`src/rtl/phase_step_pkg.sv`:
```
package phase_step_pkg;

  typedef enum logic {
    DIR_DOWN = 1'b0,
    DIR_UP   = 1'b1
  } step_dir_e;

  // Window half-width in taps for a given reference period and delay-line span.
  function automatic longint window_taps(input longint period_ps,
                                         input longint range_ps,
                                         input longint tap_span);
    if (period_ps <= range_ps) return tap_span - 1;
    return (range_ps * tap_span) / period_ps;
  endfunction

endpackage

```
`src/rtl/step_limit_calc.sv`:
```
module step_limit_calc #(
  parameter int POS_W     = 10,
  parameter int PERIOD_PS = 8000,
  parameter int RANGE_PS  = 10000,
  parameter int TAP_SPAN  = 256
) (
  output logic signed [POS_W-1:0] limit_o
);
  import phase_step_pkg::*;

  generate
    if (PERIOD_PS <= RANGE_PS) begin : g_full_period
      // The line covers a whole period: the limit is the last tap.
      localparam longint FULL_LIM = longint'(TAP_SPAN) - 1;
      assign limit_o = POS_W'(FULL_LIM);
    end else begin : g_partial_period
      // Long period: only part of it can be reached.
      localparam longint PART_LIM = window_taps(PERIOD_PS, RANGE_PS, TAP_SPAN);
      assign limit_o = POS_W'(PART_LIM);
    end
  endgenerate

endmodule

```
`src/rtl/step_settle_timer.sv`:
```
module step_settle_timer #(
  parameter int LAT_W   = 6,
  parameter int LAT_MIN = 2
) (
  input  logic             clk,
  input  logic             rst,
  input  logic             start,
  input  logic [LAT_W-1:0] cfg,
  output logic             busy_o,
  output logic             fire_o
);
  localparam logic [LAT_W-1:0] MIN_V = LAT_W'(LAT_MIN);
  localparam logic [LAT_W-1:0] ONE_V = LAT_W'(1);

  logic [LAT_W-1:0] cnt;
  logic [LAT_W-1:0] eff_lat;

  assign eff_lat = (cfg < MIN_V) ? MIN_V : cfg;
  assign fire_o  = busy_o && (cnt == ONE_V);

  always_ff @(posedge clk or posedge rst) begin
    if (rst) begin
      cnt    <= '0;
      busy_o <= 1'b0;
    end else if (start) begin
      cnt    <= eff_lat;
      busy_o <= 1'b1;
    end else if (busy_o) begin
      cnt <= cnt - ONE_V;
      if (cnt == ONE_V) busy_o <= 1'b0;
    end
  end

endmodule

```
`src/rtl/step_pos_track.sv`:
```
module step_pos_track #(
  parameter int POS_W    = 10,
  parameter int INIT_POS = 0
) (
  input  logic                    clk,
  input  logic                    rst,
  input  logic                    apply,
  input  phase_step_pkg::step_dir_e dir,
  input  logic signed [POS_W-1:0] limit_i,
  output logic signed [POS_W-1:0] pos_o,
  output logic                    ovf_o,
  output logic                    done_o
);
  import phase_step_pkg::*;

  localparam logic signed [POS_W-1:0] INIT_V = POS_W'(INIT_POS);

  logic signed [POS_W-1:0] neg_lim;
  logic signed [POS_W-1:0] nxt_pos;
  logic                    hi_edge;
  logic                    lo_edge;
  logic                    nxt_edge;

  always_comb begin
    neg_lim = -limit_i;
    hi_edge = (pos_o >= limit_i);
    lo_edge = (pos_o <= neg_lim);
    if (dir == DIR_UP) nxt_pos = hi_edge ? pos_o : pos_o + POS_W'(1);
    else               nxt_pos = lo_edge ? pos_o : pos_o - POS_W'(1);
    nxt_edge = (nxt_pos == limit_i) || (nxt_pos == neg_lim);
  end

  always_ff @(posedge clk or posedge rst) begin
    if (rst) begin
      pos_o  <= INIT_V;
      ovf_o  <= 1'b0;
      done_o <= 1'b0;
    end else begin
      done_o <= apply;
      if (apply) begin
        pos_o <= nxt_pos;
        ovf_o <= nxt_edge;
      end
    end
  end

endmodule

```
`src/rtl/phase_step_ctrl.sv`:
```
module phase_step_ctrl #(
  parameter int POS_W     = 10,
  parameter int LAT_W     = 6,
  parameter int PERIOD_PS = 8000,
  parameter int RANGE_PS  = 10000,
  parameter int TAP_SPAN  = 256,
  parameter int INIT_POS  = 0
) (
  input  logic                    clk,
  input  logic                    rst,
  input  logic                    locked,
  input  logic                    step_req,
  input  logic                    step_up,
  input  logic [LAT_W-1:0]        settle_cycles,
  output logic                    step_done,
  output logic                    at_limit,
  output logic signed [POS_W-1:0] tap_pos
);
  import phase_step_pkg::*;

  logic signed [POS_W-1:0] lim;
  logic                    op_busy;
  logic                    op_fire;
  logic                    accept;
  step_dir_e               op_dir;

  step_limit_calc #(
    .POS_W(POS_W), .PERIOD_PS(PERIOD_PS), .RANGE_PS(RANGE_PS), .TAP_SPAN(TAP_SPAN)
  ) u_limit (
    .limit_o(lim)
  );

  assign accept = step_req && locked && !op_busy && !step_done;

  always_ff @(posedge clk or posedge rst) begin
    if (rst)         op_dir <= DIR_DOWN;
    else if (accept) op_dir <= step_up ? DIR_UP : DIR_DOWN;
  end

  step_settle_timer #(.LAT_W(LAT_W), .LAT_MIN(2)) u_timer (
    .clk(clk), .rst(rst), .start(accept), .cfg(settle_cycles),
    .busy_o(op_busy), .fire_o(op_fire)
  );

  step_pos_track #(.POS_W(POS_W), .INIT_POS(INIT_POS)) u_track (
    .clk(clk), .rst(rst), .apply(op_fire), .dir(op_dir), .limit_i(lim),
    .pos_o(tap_pos), .ovf_o(at_limit), .done_o(step_done)
  );

endmodule

```
`config.mk`:
```
export PLATFORM = sky130hd
export DESIGN_NAME = phase_step_ctrl
export DESIGN_NICKNAME = d
export VERILOG_FILES = /design/src/rtl/phase_step_pkg.sv /design/src/rtl/step_limit_calc.sv /design/src/rtl/step_settle_timer.sv /design/src/rtl/step_pos_track.sv /design/src/rtl/phase_step_ctrl.sv
export SDC_FILE = /design/constraint.sdc
export NUM_CORES = 1
export LEC_CHECK = 0
export ABC_AREA = 0
export BUFFER_PORTS_ARGS = -buffer_cell sky130_fd_sc_hd__buf_2
export CAP_MARGIN = 25
export CORE_UTILIZATION = 31
export CTS_CLUSTER_DIAMETER = 150
export CTS_CLUSTER_SIZE = 14
export DETAILED_ROUTE_END_ITERATION = 16
export GPL_ROUTABILITY_DRIVEN = 0
export GPL_TIMING_DRIVEN = 0
export MAX_ROUTING_LAYER = met4
export PLACE_DENSITY = 0.56
export SYNTH_ARGS = -nofsm -noshare
export SYNTH_HDL_FRONTEND = slang
export SYNTH_HIERARCHICAL = 1
export SYNTH_SLANG_ARGS = --single-unit
export TNS_END_PERCENT = 5
```
`constraint.sdc`:
```
create_clock -name clk -period 8.6 [get_ports clk]
set_input_delay 1.29 -clock clk [delete_from_list [all_inputs] [get_ports clk]]
set_output_delay 1.29 -clock clk [all_outputs]
set_load 0.1 [all_outputs]
```
==> results.txt <==
drt initial violations -> 153
Reg area -> 500 um2
cell mode on critical path -> a2111oi_2
Post-Syn Area -> 2470 um2
critical path fanouts, max -> 9
overall power -> 0.712 mW
Static Leak -> 1.30 nW
Final Setup Violations -> 0
setup_tns -> 0 ns
Setup CP Type -> flop to flop
starting density of the core -> 32.0%
Avg WL per Cell -> 14.4 um
Post-CTS Setup Repair Bufs -> 0
Skew-Pair Late Insertion Delay -> 0.27 ns
P&R area growth vs syn -> 13.7%
Post-synth EDFFs -> 0
Die Area -> 8340 um2
hold buffers post-CTS -> 0
port buffer count -> 22
Filler cells -> 827
Post-DP Area -> 2740 um2
post-route ant nets -> 0
minimum clock period -> 3.84 ns
HPWL after DPL -> 5000 um
Slew Limit Fails -> 0
CTS tree -> done
TritonRoute pass-1 iters -> 4
leading area contributor after synthesis -> dfrtp_1
Setup crit start kind -> flop
area of the multi-input gates -> 1790 um2
placed cells -> 425
main area contributors after synthesis -> dfrtp_1 20%, ha_1 12%, xnor2_1 11%
Clk Tree Root Cell -> clkbuf_8
Clock Sinks -> 20
number of max-cap violations -> 0
number of remaining DRC errors -> 0
Net count, final -> 363
Die Height -> 91.3 um
CTS Buf Count -> 3
CP endpoint kind -> flop
syn_area_per_cell -> 8.44 um2
unrepaired setup endpoints after global routing -> false
CP Cell Sequence -> ha_1 > a21oi_1 > o21ai_1 > a2111oi_2 > o21bai_1 > or4b_1 > and2_1 > a2111oi_2 > and4b_1 > a21o_1
Core Rows -> 32
largest stage delay on the critical path -> 0.73 ns
Non-Filler Instances -> 429
layout cells sized above 1 -> 16.8%
vias post-DR -> 2124
largest net degree at the start of global routing -> 13
top_reg_cell synth -> dfrtp_1
grt total ovfl -> 0
post_cts resized -> 0
Worst Max-Slew Pin Slew -> 0.832 ns
vias in the first global route -> 2136
period utilization -> 44.7%
drt total wl -> 6200 um
H-tree depth -> 1
Worst Skew -> 0.00788 ns
routed vias/inst -> 4.95
P per Cell Area -> 253 nW/um2
slowest CP cell -> a2111oi_2
synthesis warning total -> 6
first-pass GRT wire length -> 10500 um
antenna violations before repair -> 0
WHS -> 0.524 ns
fraction of registers with async set or reset after synthesis -> 100%
Final Cell Area -> 2810 um2
Critical Path AT -> 4.05 ns
ant diodes -> 0
Worst slew margin -> 42.9%
worst hold path type -> flop to flop
fmax -> 0.260 GHz
Worst Path Buf+Inv -> 0
# IOs -> 23
Yosys reg bits -> 20
status -> finished clean
area of the core -> 7730 um2
Max rail drop VDD -> 0.129 mV
CTS clk-pin slew, worst paths -> 0.09 ns
sequential element share of the synthesized area -> 20.2%
most frequent cells after synthesis -> 31 x xnor2_1, 25 x inv_1, 24 x ha_1
die width -> 91.3 um
cells after synthesis -> 293
delay-heaviest family, CP -> compound AO/OA/AOI/OAI gates
most frequent cell after synthesis -> xnor2_1
distinct cell type count of the synthesized netlist -> 61
post-synth top area share -> 20.2%
Overall Global Routing Usage -> 16.3%
final hold vios -> 0
required time of the worst setup path -> 8.81 ns
Longest Clk Path Bufs -> 2
[layout by cell type, fill, tap and decap left out, types with 5 or more instances in the layout]
cell,instances
buf_2,22
nor3_1,11
a21oi_1,7
inv_1,25
clkbuf_1,7
nand3_1,9
nor2_1,12
nand2_1,21
xor2_1,13
mux2_2,5
ha_1,24
o21ai_0,10
conb_1,10
buf_4,11
nand2b_1,7
nand4_1,7
dfrtp_1,20
xnor2_1,31
[routing by layer]
layer | vias up | GRT usage, % | part of all wire [%]
met5 | - | - | 0
met4 | 0 | 4.89 | 1.9
met3 | 11 | 1.09 | 3.5
met2 | 50 | 26.1 | 45
met1 | 978 | 22.0 | 50
li1 | 1085 | - | -
[state kept, by name, summed over array words and instances (netlist names)]
register        count
op_dir              1
u_track/ovf_o       1
u_timer/busy_o      1
u_track/done_o      1
u_track/pos_o      10
u_timer/cnt         6
[power breakdown]
part           internal (mW)  switching (mW)  leakage [nW]  total [mW]
Combinational          0.160           0.281          1.01       0.441
Sequential             0.127          0.0467         0.252       0.173
Clock                 0.0622          0.0362        0.0357      0.0984
Total                  0.349           0.364          1.30       0.712
[area by class of cell]
cell class | count | share of cell area (%)
timing repair buffer | 22 | 3.91
inverter | 25 | 3.34
clock buffer | 3 | 1.47
tap | 102 | 4.54
multi-input combinational | 236 | 63.5
sequential | 20 | 17.8
buffer | 20 | 4.40
clock inverter | 1 | 1.07
[kinds of logic after synthesis]
kind of cell,count (synthesis),share of synthesized area [%]
AO/OA/AOI/OAI,47,14.1
XOR/XNOR,44,15.6
adder cells (fa/ha/maj),24,12.1
buffers and inverters,45,8.80
flip-flops,20,20.2
multiplexers,11,4.96
other,2,0.304
AND/OR/NAND/NOR,100,23.9
[through the flow]
| stage | setup WS, ns | util, % |
|---|---|---|
| after global placement | 4.87 | 35.5 |
| after CTS | 4.78 | 36.4 |
| after global routing | 4.53 | 36.4 |
| final | 4.76 | 36.4 |
| after detailed placement | 4.80 | 35.5 |
| after floorplan | 4.75 | - |
[path summary, 6_finish.rpt]
path | from | end | slack [ns] | cells after the start
max | u_track/pos_o[5] | u_track/ovf_o | 4.76 | 10
min | op_dir | op_dir | 0.52 | 1
max reg2reg | u_track/pos_o[5] | u_track/ovf_o | 4.76 | 10
min reg2reg | op_dir | op_dir | 0.52 | 1
max in group asynchronous | rst | u_track/pos_o[8] | 7.17 | 2
min in group asynchronous | rst | op_dir | 0.87 | 2
(Power assumes the default switching activity.)
